## src/rtl/bscan_pkg.sv

```systemverilog
package bscan_pkg;
  function automatic int chain_len(input int n_pads);
    return 3 * n_pads + 3;
  endfunction
  function automatic int in_idx(input int k);
    return 3 * k + 2;
  endfunction
  function automatic int out_idx(input int k);
    return 3 * k + 3;
  endfunction
  function automatic int oe_idx(input int k);
    return 3 * k + 4;
  endfunction
  localparam int TDO_OE_IDX  = 0;
  localparam int TDO_VAL_IDX = 1;
endpackage

```

## src/rtl/bscan_cell.sv

```systemverilog
module bscan_cell #(
  parameter bit HAS_UPD = 1'b1
) (
  input  logic tck_i,
  input  logic rst_ni,
  input  logic capture_i,
  input  logic shift_i,
  input  logic update_i,
  input  logic cap_d_i,
  input  logic shift_d_i,
  output logic q_o,
  output logic upd_q_o
);
  logic q;

  always_ff @(posedge tck_i or negedge rst_ni) begin
    if (!rst_ni)        q <= 1'b0;
    else if (capture_i) q <= cap_d_i;
    else if (shift_i)   q <= shift_d_i;
  end
  assign q_o = q;

  p_cap_r4: assert property (@(posedge tck_i) disable iff (!rst_ni)
    capture_i |=> q == $past(cap_d_i));
  p_shift_r7: assert property (@(posedge tck_i) disable iff (!rst_ni)
    (shift_i && !capture_i) |=> q == $past(shift_d_i));
  p_hold_r10: assert property (@(posedge tck_i) disable iff (!rst_ni)
    (!shift_i && !capture_i) |=> $stable(q));

  if (HAS_UPD) begin : g_upd
    logic upd_q;
    always_ff @(posedge tck_i or negedge rst_ni) begin
      if (!rst_ni)       upd_q <= 1'b0;
      else if (update_i) upd_q <= q;
    end
    assign upd_q_o = upd_q;

    p_upd_r11: assert property (@(posedge tck_i) disable iff (!rst_ni)
      update_i |=> upd_q_o == $past(q_o));
    p_upd_hold_r10: assert property (@(posedge tck_i) disable iff (!rst_ni)
      !update_i |=> $stable(upd_q_o));
  end else begin : g_no_upd
    assign upd_q_o = 1'b0;
  end
endmodule

```

## src/rtl/bscan_upd_flag.sv

```systemverilog
module bscan_upd_flag (
  input  logic tck_i,
  input  logic rst_ni,
  input  logic update_i,
  output logic seen_o
);
  always_ff @(posedge tck_i or negedge rst_ni) begin
    if (!rst_ni)       seen_o <= 1'b0;
    else if (update_i) seen_o <= 1'b1;
  end

  p_flag_set_r6: assert property (@(posedge tck_i) disable iff (!rst_ni)
    update_i |=> seen_o);
  p_flag_sticky_r6: assert property (@(posedge tck_i) disable iff (!rst_ni)
    seen_o |=> seen_o);
endmodule

```

## src/rtl/bscan_chain.sv

```systemverilog
module bscan_chain
  import bscan_pkg::*;
#(
  parameter int NUM_PADS = 4
) (
  input  logic                tck_i,
  input  logic                rst_ni,
  input  logic                capture_i,
  input  logic                shift_i,
  input  logic                update_i,
  input  logic                extest_i,
  input  logic                tdi_i,
  output logic                tdo_o,
  input  logic [NUM_PADS-1:0] pad_in_i,
  output logic [NUM_PADS-1:0] core_in_o,
  input  logic [NUM_PADS-1:0] core_out_i,
  input  logic [NUM_PADS-1:0] core_oe_i,
  output logic [NUM_PADS-1:0] pad_out_o,
  output logic [NUM_PADS-1:0] pad_oe_o
);
  localparam int LEN = chain_len(NUM_PADS);
  localparam int TOP = LEN - 1;

  logic [LEN-1:0] chain;
  logic [LEN-1:0] shift_in;
  logic [LEN-1:0] cap_val;
  logic [LEN-1:0] upd_val;
  logic           upd_seen;

  // serial path runs from the top bit down toward bit 0
  assign shift_in = {tdi_i, chain[LEN-1:1]};
  assign tdo_o    = chain[0];
  assign core_in_o = pad_in_i;

  bscan_upd_flag u_flag (
    .tck_i(tck_i), .rst_ni(rst_ni), .update_i(update_i), .seen_o(upd_seen)
  );

  assign cap_val[TDO_OE_IDX]  = 1'b0;
  assign cap_val[TDO_VAL_IDX] = 1'b1;
  assign cap_val[TOP]         = upd_seen;

  for (genvar s = 0; s < 3; s++) begin : g_special
    localparam int IDX = (s == 2) ? TOP : s;
    bscan_cell #(.HAS_UPD(1'b0)) u_cell (
      .tck_i(tck_i), .rst_ni(rst_ni), .capture_i(capture_i),
      .shift_i(shift_i), .update_i(update_i),
      .cap_d_i(cap_val[IDX]), .shift_d_i(shift_in[IDX]),
      .q_o(chain[IDX]), .upd_q_o(upd_val[IDX])
    );
  end

  for (genvar k = 0; k < NUM_PADS; k++) begin : g_pad
    localparam int I_IN  = in_idx(k);
    localparam int I_OUT = out_idx(k);
    localparam int I_OE  = oe_idx(k);

    assign cap_val[I_IN]  = pad_in_i[k];
    assign cap_val[I_OUT] = pad_out_o[k];
    assign cap_val[I_OE]  = pad_oe_o[k];

    bscan_cell #(.HAS_UPD(1'b0)) u_in (
      .tck_i(tck_i), .rst_ni(rst_ni), .capture_i(capture_i),
      .shift_i(shift_i), .update_i(update_i),
      .cap_d_i(cap_val[I_IN]), .shift_d_i(shift_in[I_IN]),
      .q_o(chain[I_IN]), .upd_q_o(upd_val[I_IN])
    );
    bscan_cell #(.HAS_UPD(1'b1)) u_out (
      .tck_i(tck_i), .rst_ni(rst_ni), .capture_i(capture_i),
      .shift_i(shift_i), .update_i(update_i),
      .cap_d_i(cap_val[I_OUT]), .shift_d_i(shift_in[I_OUT]),
      .q_o(chain[I_OUT]), .upd_q_o(upd_val[I_OUT])
    );
    bscan_cell #(.HAS_UPD(1'b1)) u_oe (
      .tck_i(tck_i), .rst_ni(rst_ni), .capture_i(capture_i),
      .shift_i(shift_i), .update_i(update_i),
      .cap_d_i(cap_val[I_OE]), .shift_d_i(shift_in[I_OE]),
      .q_o(chain[I_OE]), .upd_q_o(upd_val[I_OE])
    );

    assign pad_out_o[k] = extest_i ? upd_val[I_OUT] : core_out_i[k];
    assign pad_oe_o[k]  = extest_i ? upd_val[I_OE]  : core_oe_i[k];
  end

  p_tdo_step_r7: assert property (@(posedge tck_i) disable iff (!rst_ni)
    (shift_i && !capture_i) |=> tdo_o == $past(chain[1]));
  p_top_load_r7: assert property (@(posedge tck_i) disable iff (!rst_ni)
    (shift_i && !capture_i) |=> chain[TOP] == $past(tdi_i));
  p_cap_prio_r9: assert property (@(posedge tck_i) disable iff (!rst_ni)
    (shift_i && capture_i) |=> chain[TDO_VAL_IDX] && !chain[TDO_OE_IDX]);
endmodule

```

## config.mk

```make
export PLATFORM = sky130hd
export DESIGN_NAME = bscan_chain
export DESIGN_NICKNAME = d
export VERILOG_FILES = /design/src/rtl/bscan_pkg.sv /design/src/rtl/bscan_cell.sv /design/src/rtl/bscan_upd_flag.sv /design/src/rtl/bscan_chain.sv
export SDC_FILE = /design/constraint.sdc
export NUM_CORES = 1
export LEC_CHECK = 0
export BUFFER_PORTS_ARGS = -buffer_cell sky130_fd_sc_hd__clkbuf_2
export CAP_MARGIN = 40
export CORE_AREA = 2 2 63 65
export DETAILED_ROUTE_END_ITERATION = 12
export DIE_AREA = 0 0 65 67
export GPL_TIMING_DRIVEN = 0
export PLACE_DENSITY = 0.57
export SYNTH_ARGS = -nofsm -noshare
export SYNTH_HDL_FRONTEND = slang
export SYNTH_SLANG_ARGS = --single-unit
```

## constraint.sdc

```tcl
create_clock -name tck_i -period 1.6 [get_ports tck_i]
set_clock_uncertainty 0.15 [all_clocks]
set_input_delay 0.16 -clock tck_i [delete_from_list [all_inputs] [get_ports tck_i]]
set_output_delay 0.16 -clock tck_i [all_outputs]
set_load 0.005 [all_outputs]
```

==> tab_implementation.tex, run 1 <==
\begin{tabular}{lr}
\hline
Metric & Value \\
\hline
\multicolumn{2}{l}{\textbf{Status}} \\
Run status & finished clean \\
\multicolumn{2}{l}{\textbf{Flow run}} \\
Max-cap check violation count & 0 \\
\multicolumn{2}{l}{\textbf{Timing}} \\
Final-layout setup total negative slack & 0 ps \\
Post-route fraction of the period consumed by the critical path & between 90\% and 100\% \\
Final critical-path required period & 1468 ps \\
Unrepaired setup endpoints after global routing & false \\
Max-slew violation total from the final report & 0 \\
Final hold violation count & 0 \\
Setup violators final & 0 \\
Hold Slack & 26.68 ps \\
Top achievable clock speed & 681.2 MHz \\
Slew at the pin closest to its max-slew limit & 603.1 ps \\
Relative slew slack & 59.80\% \\
\multicolumn{2}{l}{\textbf{Setup path}} \\
Buf/Inv on CP & 2 \\
Critical-path cell list & mux2\_2 > buf\_4 > clkbuf\_2 \\
Category of the critical setup timing path & reg -> out \\
Critical path required time & 1290 ps \\
Critical Path Fanout Max & 2 \\
Top delay family on crit path & flip-flops \\
Stage delay of the slowest cell on the critical path & around 390 ps \\
Slowest cell on crit path & sky130\_fd\_sc\_hd\_\_dfrtp\_1 \\
Type of origin of the critical path & flop \\
Arrival time at the worst endpoint & $\sim$1200 ps \\
CP endpoint kind & output port \\
\multicolumn{2}{l}{\textbf{Global routing}} \\
Overflow left after global routing & 0 \\
First-pass GRT wire length & 3753 microns \\
Vias in the first global route & 786 \\
Largest net degree at the start of global routing & 25 \\
Antenna violations before repair & 0 \\
Global-route total usage across every layer & a little under an eighth \\
\multicolumn{2}{l}{\textbf{Clocking}} \\
Number of gates resized after cts & 0 \\
CTS Buf Count & 3 \\
Cell at the root of the clock tree & sky130\_fd\_sc\_hd\_\_clkbuf\_8 \\
CTS tree & yes \\
Buffer levels on the longest clock path & 2 \\
CTS sink cnt & 24 \\
Worst-skew pair later-pin latency & between 200 and 300 ps \\
Level count of the clock H-tree & 1 \\
Register clock-pin slew on the reported worst setup and hold paths & 90 ps \\
\multicolumn{2}{l}{\textbf{Placement}} \\
RD Place Congestion & 0.6802 \\
Area of placed instances & 0.001434 sq mm \\
Estimated wirelength of the detail-placed design & 1613 microns \\
Port Buffer Count & 27 \\
\multicolumn{2}{l}{\textbf{Logic synthesis}} \\
Area of the mapped netlist & between 0.001 and 0.0015 sq mm \\
Number of enable flip-flop cells after synthesis & 0 \\
Most common cell in the netlist & sky130\_fd\_sc\_hd\_\_mux2\_2 \\
Dominant cells by area after synthesis & sky130\_fd\_sc\_hd\_\_dfrtp\_1 (48\%), sky130\_fd\_sc\_hd\_\_mux2\_2 (27\%), sky130\_fd\_sc\_hd\_\_buf\_4 (7.3\%) \\
Cell type contributing the most total cell area after synthesis & sky130\_fd\_sc\_hd\_\_dfrtp\_1 \\
Gate count of the mapped netlist & 94 \\
Count of state elements after synthesis & 24 \\
Top cell type's share of synthesized area & between 40\% and 50\% \\
Yosys warns & 0 \\
Net Count, Synth & 113 \\
Sequential-to-total area share from yosys stat & 48.48\% \\
Most used flip-flop cell after synthesis & sky130\_fd\_sc\_hd\_\_dfrtp\_1 \\
Fraction of registers with async set or reset after synthesis & between 90\% and 100\% \\
Count of different cell masters after synthesis & 15 \\
Syn avg cell area & 13.18 sq um \\
Top post-synthesis cells by count & sky130\_fd\_sc\_hd\_\_mux2\_2 (30), sky130\_fd\_sc\_hd\_\_dfrtp\_1 (24), sky130\_fd\_sc\_hd\_\_buf\_4 (12), sky130\_fd\_sc\_hd\_\_mux2i\_1 (6) \\
\multicolumn{2}{l}{\textbf{Power}} \\
Worst IR drop on VDD & around 0.55 mV \\
Power density over the cells & 1118 mW/mm\^{}2 \\
P\_leak & 0.7323 nW \\
\multicolumn{2}{l}{\textbf{Drt}} \\
Avg WL per Cell & 12.56 microns \\
Total routed wirelength & 2236 microns \\
Via density per instance & about 4.5 \\
Remaining routing DRC violations & 0 \\
Via count & 799 \\
Final ANT Viol Nets & 0 \\
Iteration count of the initial detailed-routing pass & 2 \\
DRT iter0 DRCs & 22 \\
\multicolumn{2}{l}{\textbf{Floorplan}} \\
Die ar. & around 0.0044 sq mm \\
Die width & 65 microns \\
Chip Height & 67 microns \\
I/O pin count & 32 \\
Initial standard-cell utilization of the core & 34.35\% \\
Number of placement rows & 22 \\
Area of the core region & roughly 0.0036 sq mm \\
\multicolumn{2}{l}{\textbf{Final layout}} \\
Total of fill cells in the finished design & 353 \\
Number of nets in the finished design & 150 \\
Layout cell share with drive strength beyond 1 & 62.31\% \\
Area growth from synthesis to final layout & 25.56\% \\
Post-Layout Inst Area & 0.001555 sq mm \\
Inserted Diodes & 0 \\
\multicolumn{2}{l}{\textbf{Hold path}} \\
Min-delay worst type & in -> reg \\
\hline
\end{tabular}
==> metal layers <==
layer | up-vias | track usage [%] | share of wire [%]
met5 | - | 0 | 0
met4 | 0 | 2.394 | 0.18
met3 | 2 | 3.209 | 5.8
met2 | 25 | 18.81 | 50
met1 | 388 | 14.84 | 44
li1 | 384 | - | -
==> what timing repair did <==
action	4_1_cts	5_1_grt
hold endpoints to repair	28	0
setup buffers	0	0
hold buffers	5	0
==> path summary, 6_finish.rpt <==
kind | slack [ps] | end | start | cells past startpoint
max | 130 | pad_out_o[1] | g_pad[1].u_out.upd_q_o$_DFFE_PN0P_ | 3
min | 30 | g_special[2].u_cell.q_o$_DFFE_PN0P_ | tdi_i | 3
max reg2reg | 410 | g_pad[0].u_oe.q_o$_DFFE_PN0P_ | g_pad[0].u_oe.q_o$_DFFE_PN0P_ | 2
min reg2reg | 320 | g_special[2].u_cell.q_o$_DFFE_PN0P_ | u_flag.seen_o$_DFFE_PN0P_ | 2
max in group asynchronous | 630 | g_pad[2].u_out.upd_q_o$_DFFE_PN0P_ | rst_ni | 2
min in group asynchronous | 270 | g_special[0].u_cell.q_o$_DFFE_PN0P_ | rst_ni | 2
==> logic make-up after synthesis <==
| kind of cell | after synthesis | share of synthesized area, % |
|---|---|---|
| compound gates | 6 | 2.828 |
| buf+inv | 18 | 11.11 |
| flops | 24 | 48.49 |
| mux | 38 | 34.55 |
| simple gates | 8 | 3.031 |
==> cells in the final DEF, fill, tap and decap left out, drive strengths merged, types with 5 or more instances in the layout <==
cell type	count
clkbuf	33
mux2	32
dfrtp	24
buf	15
mux2i	6
nand2	5
o21ai	5
dlygate4sd3	5
==> report_power, final <==
group / switching, mW / leakage (nW) / internal, mW
Clock: 0.193 / 0.0357 / 0.334
Sequential: 0.0704 / 0.280 / 0.726
Combinational: 0.138 / 0.416 / 0.278
==> final cells by class <==
| class | instances | area [sq um] | share of cell area (%) |
|---|---|---|---|
| buffer | 18 | 137.6 | 8.850 |
| clock buffer | 3 | 41.29 | 2.655 |
| clock inverter | 1 | 30.03 | 1.931 |
| multi-input combinational | 52 | 500.5 | 32.18 |
| sequential | 24 | 600.6 | 38.62 |
| tap | 48 | 60.06 | 3.862 |
| timing repair buffer | 32 | 185.2 | 11.91 |
==> worst reg2reg max path, delay by kind of cell, from the launching register on <==
kind | cells | cell delay (ps)
mux | 2 | 520
flops | 1 | 410
==> state kept, by name, summed over array words and instances, names as in the netlist <==
signal	flops
g_pad.u_out.q_o	4
g_pad.u_out.upd_q_o	4
g_pad.u_in.q_o	4
u_flag.seen_o	1
g_pad.u_oe.q_o	4
g_special.u_cell.q_o	3
g_pad.u_oe.upd_q_o	4
==> metrics by stage <==
stage / util, % / power [mW] / cells / setup WS (ps)
2_1_floorplan: - / 1.090 / 94 / 387.4
3_3_place_gp: 39.76 / 1.206 / 169 / 301.6
3_5_place_dp: 39.76 / 1.224 / 169 / 296.2
4_1_cts: 43.13 / 1.767 / 178 / 118.5
5_1_grt: 43.13 / 1.842 / 178 / 75.02
6_report: 43.13 / 1.739 / 178 / 131.9
No activity file was read; power rests on OpenSTA's default activity.
==> run 2, diff against run 1 <==
- CTS_BUF_LIST: not set -> sky130_fd_sc_hd__clkbuf_4
==> run 2 against run 1 <==
Effect of this change: first-iteration DRC count decreased by 4.5%; combinational power increased by 1%; count of clock-buffer cells in the layout unchanged; flip-flop and latch count unchanged; final area decreased by 0.32%; wire length about the same; hold slack improved by 31 ps; via count increased by 0.13%; register-to-register slack about the same.
==> tab_implementation.tex, run 2 (synthesis results as in run 1) <==
\begin{tabular}{lr}
\hline
Metric & Value \\
\hline
\multicolumn{2}{l}{\textbf{Power}} \\
Logic gate share of total power & 25.5\% \\
Sw Pwr & 0.3887 mW \\
Worst IR drop on VDD & 0.5589 mV \\
Power, Total & 1.649 mW \\
Switching share of total power & around a quarter \\
Sequential power share & 48.3\% \\
Internal power of the cells & 1.260 mW \\
Power density over the cells & roughly 1100 mW/mm\^{}2 \\
Part of the total power dissipated in the clock network & 26.3\% \\
P\_leak & 0.7329 nW \\
\multicolumn{2}{l}{\textbf{Drt}} \\
Remaining routing DRC violations & 0 \\
Via density per instance & 4.469 \\
Total routed wirelength & 2234 microns \\
Final ANT Viol Nets & 0 \\
DRT iter0 DRCs & 21 \\
Avg WL per Cell & 12.48 microns \\
Via count & 800 \\
Iteration count of the initial detailed-routing pass & 2 \\
\multicolumn{2}{l}{\textbf{Clocking}} \\
CTS sink cnt & 24 \\
CTS tree & yes \\
Level count of the clock H-tree & 1 \\
Buffer levels on the longest clock path & 2 \\
Cell at the root of the clock tree & sky130\_fd\_sc\_hd\_\_clkbuf\_4 \\
CTS Buf Count & 3 \\
Worst-skew pair later-pin latency & 310 ps \\
Register clock-pin slew on the reported worst setup and hold paths & between 100 and 150 ps \\
\multicolumn{2}{l}{\textbf{Placement}} \\
Area of placed instances & between 0.001 and 0.0015 sq mm \\
Placement Setup Slack & 296.2 ps \\
Port Buffer Count & 27 \\
RD Place Congestion & 0.6802 \\
Estimated wirelength of the detail-placed design & 1613 microns \\
\multicolumn{2}{l}{\textbf{Global routing}} \\
Antenna violations before repair & 0 \\
First-pass GRT wire length & 3746 microns \\
Largest net degree at the start of global routing & 25 \\
Vias in the first global route & 786 \\
Global-route total usage across every layer & around 11\% \\
Overflow left after global routing & 0 \\
\multicolumn{2}{l}{\textbf{Final layout}} \\
Area growth from synthesis to final layout & 25.15\% \\
Top library cells by usage in the layout, fill and taps aside & sky130\_fd\_sc\_hd\_\_mux2\_2 (29), sky130\_fd\_sc\_hd\_\_clkbuf\_2 (27), sky130\_fd\_sc\_hd\_\_dfrtp\_1 (24) \\
Number of nets in the finished design & between 150 and 200 \\
Layout cell share with drive strength beyond 1 & 61.83\% \\
Inserted Diodes & 0 \\
Total of fill cells in the finished design & 358 \\
Most common cell after layout, fill and taps aside & sky130\_fd\_sc\_hd\_\_mux2\_2 \\
Post-Layout Inst Area & 0.001550 sq mm \\
\multicolumn{2}{l}{\textbf{Timing}} \\
Hold Slack & 57.54 ps \\
Max-slew violation total from the final report & 0 \\
Unrepaired setup endpoints after global routing & false \\
Final critical-path required period & 1530 ps \\
Final critical-path setup slack & 70.32 ps \\
Post-route fraction of the period consumed by the critical path & 95.60\% \\
Top achievable clock speed & roughly 650 MHz \\
Relative slew slack & 60.17\% \\
Final hold violation count & 0 \\
Final-layout setup total negative slack & 0 ps \\
Slew at the pin closest to its max-slew limit & 597.5 ps \\
Setup violators final & 0 \\
\multicolumn{2}{l}{\textbf{Floorplan}} \\
Chip Height & $\sim$67 microns \\
Die ar. & 0.004355 sq mm \\
Number of placement rows & 22 \\
I/O pin count & 32 \\
Initial standard-cell utilization of the core & 34.35\% \\
Die width & 65 microns \\
Area of the core region & 0.003606 sq mm \\
\multicolumn{2}{l}{\textbf{Flow run}} \\
Max-cap check violation count & 0 \\
\multicolumn{2}{l}{\textbf{Setup path}} \\
Critical Path Fanout Max & 2 \\
Type of origin of the critical path & flop \\
Arrival time at the worst endpoint & 1220 ps \\
Category of the critical setup timing path & reg -> out \\
CP endpoint kind & output port \\
Critical path required time & 1290 ps \\
\multicolumn{2}{l}{\textbf{Hold path}} \\
Min-delay worst type & in -> reg \\
\multicolumn{2}{l}{\textbf{Status}} \\
Run status & finished clean \\
\hline
\end{tabular}
## run 2: final timing paths
check / slack [ps] / endpoint / start / depth (start not counted)
setup reg to reg: 410 / g_pad[1].u_oe.q_o$_DFFE_PN0P_ / g_pad[1].u_oe.q_o$_DFFE_PN0P_ / 2
min in group asynchronous: 220 / g_special[0].u_cell.q_o$_DFFE_PN0P_ / rst_ni / 2
hold reg to reg: 330 / g_special[2].u_cell.q_o$_DFFE_PN0P_ / u_flag.seen_o$_DFFE_PN0P_ / 2
setup / recovery: 70 / pad_out_o[1] / g_pad[1].u_out.upd_q_o$_DFFE_PN0P_ / 3
max in group asynchronous: 680 / g_pad[3].u_in.q_o$_DFFE_PN0P_ / rst_ni / 2
hold / removal: 60 / g_special[0].u_cell.q_o$_DFFE_PN0P_ / capture_i / 2
## run 2: power by group through the flow
| stage | Sequential [mW] | Clock, mW | Combinational (mW) |
|---|---|---|---|
| final | 0.796 | 0.433 | 0.420 |
| after global routing | 0.814 | 0.480 | 0.464 |
| after CTS | 0.797 | 0.453 | 0.426 |
| after detailed placement | 0.811 | 0 | 0.413 |
| after global placement | 0.803 | 0 | 0.403 |
| after floorplan | 0.783 | 0 | 0.307 |
## run 2: what timing repair did
item	CTS	global route
buffers inserted	0	0
setup endpoints to repair	0	1
hold buffers	6	0
hold endpoints to repair	29	0
gates resized for setup	0	1
## run 2: final cells by class
| type | count | area, sq um | area share, % |
|---|---|---|---|
| well taps | 48 | 60.06 | 3.874 |
| flip-flops and latches | 24 | 600.6 | 38.74 |
| repair buffers | 33 | 195.2 | 12.59 |
| clock buffers | 3 | 22.52 | 1.453 |
| multi-input cells | 52 | 504.2 | 32.53 |
| plain buffers | 18 | 137.6 | 8.878 |
| clock inverters | 1 | 30.03 | 1.937 |
## run 2: worst max-delay path, stage by stage, from the launching register on
cell and delay [ps]:
sky130_fd_sc_hd__dfrtp_1 400, sky130_fd_sc_hd__mux2_2 270, sky130_fd_sc_hd__buf_4 130, sky130_fd_sc_hd__clkbuf_2 100
## run 2: metal layers
layer / part of all wire [%] / routed length (microns) / track usage, % / up-vias
li1: - / - / - / 386
met1: 46 / 1018 / 15.05 / 389
met2: 49 / 1089 / 18.69 / 23
met3: 5.4 / 120 / 3.716 / 2
met4: 0.27 / 6 / 0.7979 / 0
met5: 0 / 0 / 0 / -
## run 2: stage by stage
step / cells / util [%]
after floorplan: 94 / -
after global placement: 169 / 39.76
after detailed placement: 169 / 39.76
after CTS: 179 / 42.89
after global routing: 179 / 42.99
final: 179 / 42.99
==> run 3, diff against run 2 <==
- clock period: 1.6 -> 2 ns (I/O delays scaled with it)
==> run 3 against run 2 <==
Effect of this change: wire length down 0.45%; critical path depth unchanged; via count fell by 0.38%; critical path type unchanged; critical endpoint unchanged; largest power group unchanged.
==> tab_implementation.tex, run 3 (synthesis results as in run 1) <==
\begin{tabular}{lr}
\hline
Metric & Value \\
\hline
\multicolumn{2}{l}{\textbf{Status}} \\
Run status & finished clean \\
\multicolumn{2}{l}{\textbf{Final layout}} \\
Post-Layout Inst Area & around 0.0015 sq mm \\
Inserted Diodes & 0 \\
Most common cell after layout, fill and taps aside & sky130\_fd\_sc\_hd\_\_mux2\_2 \\
Area growth from synthesis to final layout & 24.04\% \\
Total of fill cells in the finished design & 357 \\
Layout cell share with drive strength beyond 1 & 62.31\% \\
Fin cells & 178 \\
Number of nets in the finished design & 150 \\
Top library cells by usage in the layout, fill and taps aside & sky130\_fd\_sc\_hd\_\_mux2\_2 (30), sky130\_fd\_sc\_hd\_\_clkbuf\_2 (27), sky130\_fd\_sc\_hd\_\_dfrtp\_1 (24) \\
End-of-flow core utilization & 42.61\% \\
\multicolumn{2}{l}{\textbf{Timing}} \\
Relative slew slack & 60.17\% \\
Final critical-path required period & 1570 ps \\
Hold Slack & between 10 and 15 ps \\
Top achievable clock speed & 637.1 MHz \\
Post-route fraction of the period consumed by the critical path & about four fifths \\
Final hold violation count & 0 \\
Unrepaired setup endpoints after global routing & false \\
Setup violators final & 0 \\
Final-layout setup total negative slack & 0 ps \\
Final critical-path setup slack & 430.3 ps \\
Slew at the pin closest to its max-slew limit & 597.5 ps \\
Max-slew violation total from the final report & 0 \\
\multicolumn{2}{l}{\textbf{Placement}} \\
RD Place Congestion & 0.6802 \\
Port Buffer Count & 27 \\
Estimated wirelength of the detail-placed design & roughly 1600 microns \\
Placement Setup Slack & between 600 and 700 ps \\
Area of placed instances & 0.001434 sq mm \\
Cell count after placement & $\sim$170 \\
\multicolumn{2}{l}{\textbf{Clocking}} \\
CTS tree & yes \\
Worst-skew pair later-pin latency & around 310 ps \\
Level count of the clock H-tree & 1 \\
Number of gates resized after cts & 0 \\
Register clock-pin slew on the reported worst setup and hold paths & 140 ps \\
Buffer levels on the longest clock path & 2 \\
CTS Buf Count & 3 \\
Cell at the root of the clock tree & sky130\_fd\_sc\_hd\_\_clkbuf\_4 \\
CTS sink cnt & 24 \\
\multicolumn{2}{l}{\textbf{Power}} \\
Switching share of total power & a little under a quarter \\
Internal power of the cells & 1.005 mW \\
Sequential power share & a little under 50\% \\
Worst IR drop on VDD & 0.4471 mV \\
P\_leak & just over 0.7 nW \\
Part of the total power dissipated in the clock network & 26.4\% \\
Logic gate share of total power & 25.2\% \\
Power, Total & between 1 and 1.5 mW \\
Sw Pwr & 0.3099 mW \\
Power density over the cells & 855.5 mW/mm\^{}2 \\
\multicolumn{2}{l}{\textbf{Setup path}} \\
Critical Path Fanout Max & 2 \\
Arrival time at the worst endpoint & 1220 ps \\
Category of the critical setup timing path & reg -> out \\
Type of origin of the critical path & flop \\
CP endpoint kind & output port \\
Critical path required time & 1650 ps \\
\multicolumn{2}{l}{\textbf{Drt}} \\
Iteration count of the initial detailed-routing pass & 2 \\
Total routed wirelength & 2224 microns \\
Remaining routing DRC violations & 0 \\
DRT iter0 DRCs & 19 \\
Via density per instance & roughly 4.5 \\
Final ANT Viol Nets & 0 \\
Via count & between 700 and 800 \\
Avg WL per Cell & 12.49 microns \\
\multicolumn{2}{l}{\textbf{Global routing}} \\
Antenna violations before repair & 0 \\
Vias in the first global route & 784 \\
First-pass GRT wire length & 3746 microns \\
Largest net degree at the start of global routing & 25 \\
Overflow left after global routing & 0 \\
Global-route total usage across every layer & 11.32\% \\
\multicolumn{2}{l}{\textbf{Floorplan}} \\
Area of the core region & 0.003606 sq mm \\
Die ar. & 0.004355 sq mm \\
Chip Height & 67 microns \\
Initial standard-cell utilization of the core & 34.35\% \\
Number of placement rows & 22 \\
Die width & between 60 and 70 microns \\
I/O pin count & 32 \\
\multicolumn{2}{l}{\textbf{Flow run}} \\
Max-cap check violation count & 0 \\
\multicolumn{2}{l}{\textbf{Hold path}} \\
Min-delay worst type & in -> reg \\
\hline
\end{tabular}
## run 3: cell count changes in the layout (fill, tap and decap cells not counted), sizes merged
cell,before,now
dlygate4sd3,6,5
## run 3: power groups by stage
stage	logic, mW	clock network [mW]	registers [mW]
2_1_floorplan	0.246	0	0.626
3_3_place_gp	0.322	0	0.642
3_5_place_dp	0.330	0	0.649
4_1_cts	0.339	0.362	0.638
5_1_grt	0.366	0.384	0.651
6_report	0.332	0.347	0.636
## run 3: final cells by class
class / instances / area (sq um) / area share [%]
sequential: 24 / 600.6 / 39.09
multi-input combinational: 52 / 500.5 / 32.57
timing repair buffer: 32 / 185.2 / 12.05
buffer: 18 / 137.6 / 8.958
tap: 48 / 60.06 / 3.909
clock inverter: 1 / 30.03 / 1.954
clock buffer: 3 / 22.52 / 1.466
## run 3: per-layer routing
layer  wire length [microns]  global-route usage [%]
met5                       0                       0
met3                     120                   3.716
met2                    1091                   18.69
met1                    1006                   15.05
met4                       6                  0.7979
## run 3: path summary, 6_finish.rpt
check,startpoint,slack (ps),cells past startpoint,end
max,g_pad[1].u_out.upd_q_o$_DFFE_PN0P_,430,3,pad_out_o[1]
min,tdi_i,10,3,g_special[2].u_cell.q_o$_DFFE_PN0P_
max reg2reg,g_pad[1].u_oe.q_o$_DFFE_PN0P_,810,2,g_pad[1].u_oe.q_o$_DFFE_PN0P_
min reg2reg,u_flag.seen_o$_DFFE_PN0P_,330,2,g_special[2].u_cell.q_o$_DFFE_PN0P_
max in group asynchronous,rst_ni,1040,2,g_pad[3].u_in.q_o$_DFFE_PN0P_
min in group asynchronous,rst_ni,260,2,g_special[0].u_cell.q_o$_DFFE_PN0P_
## run 3: what timing repair did
action	4_1_cts	5_1_grt
setup buffers	0	0
endpoints found under the hold margin	28	0
hold buffers	5	0
## run 3: critical path, stage by stage (launching register included)
cell and delay (ps):
sky130_fd_sc_hd__dfrtp_1 400, sky130_fd_sc_hd__mux2_2 270, sky130_fd_sc_hd__buf_4 130, sky130_fd_sc_hd__clkbuf_2 100
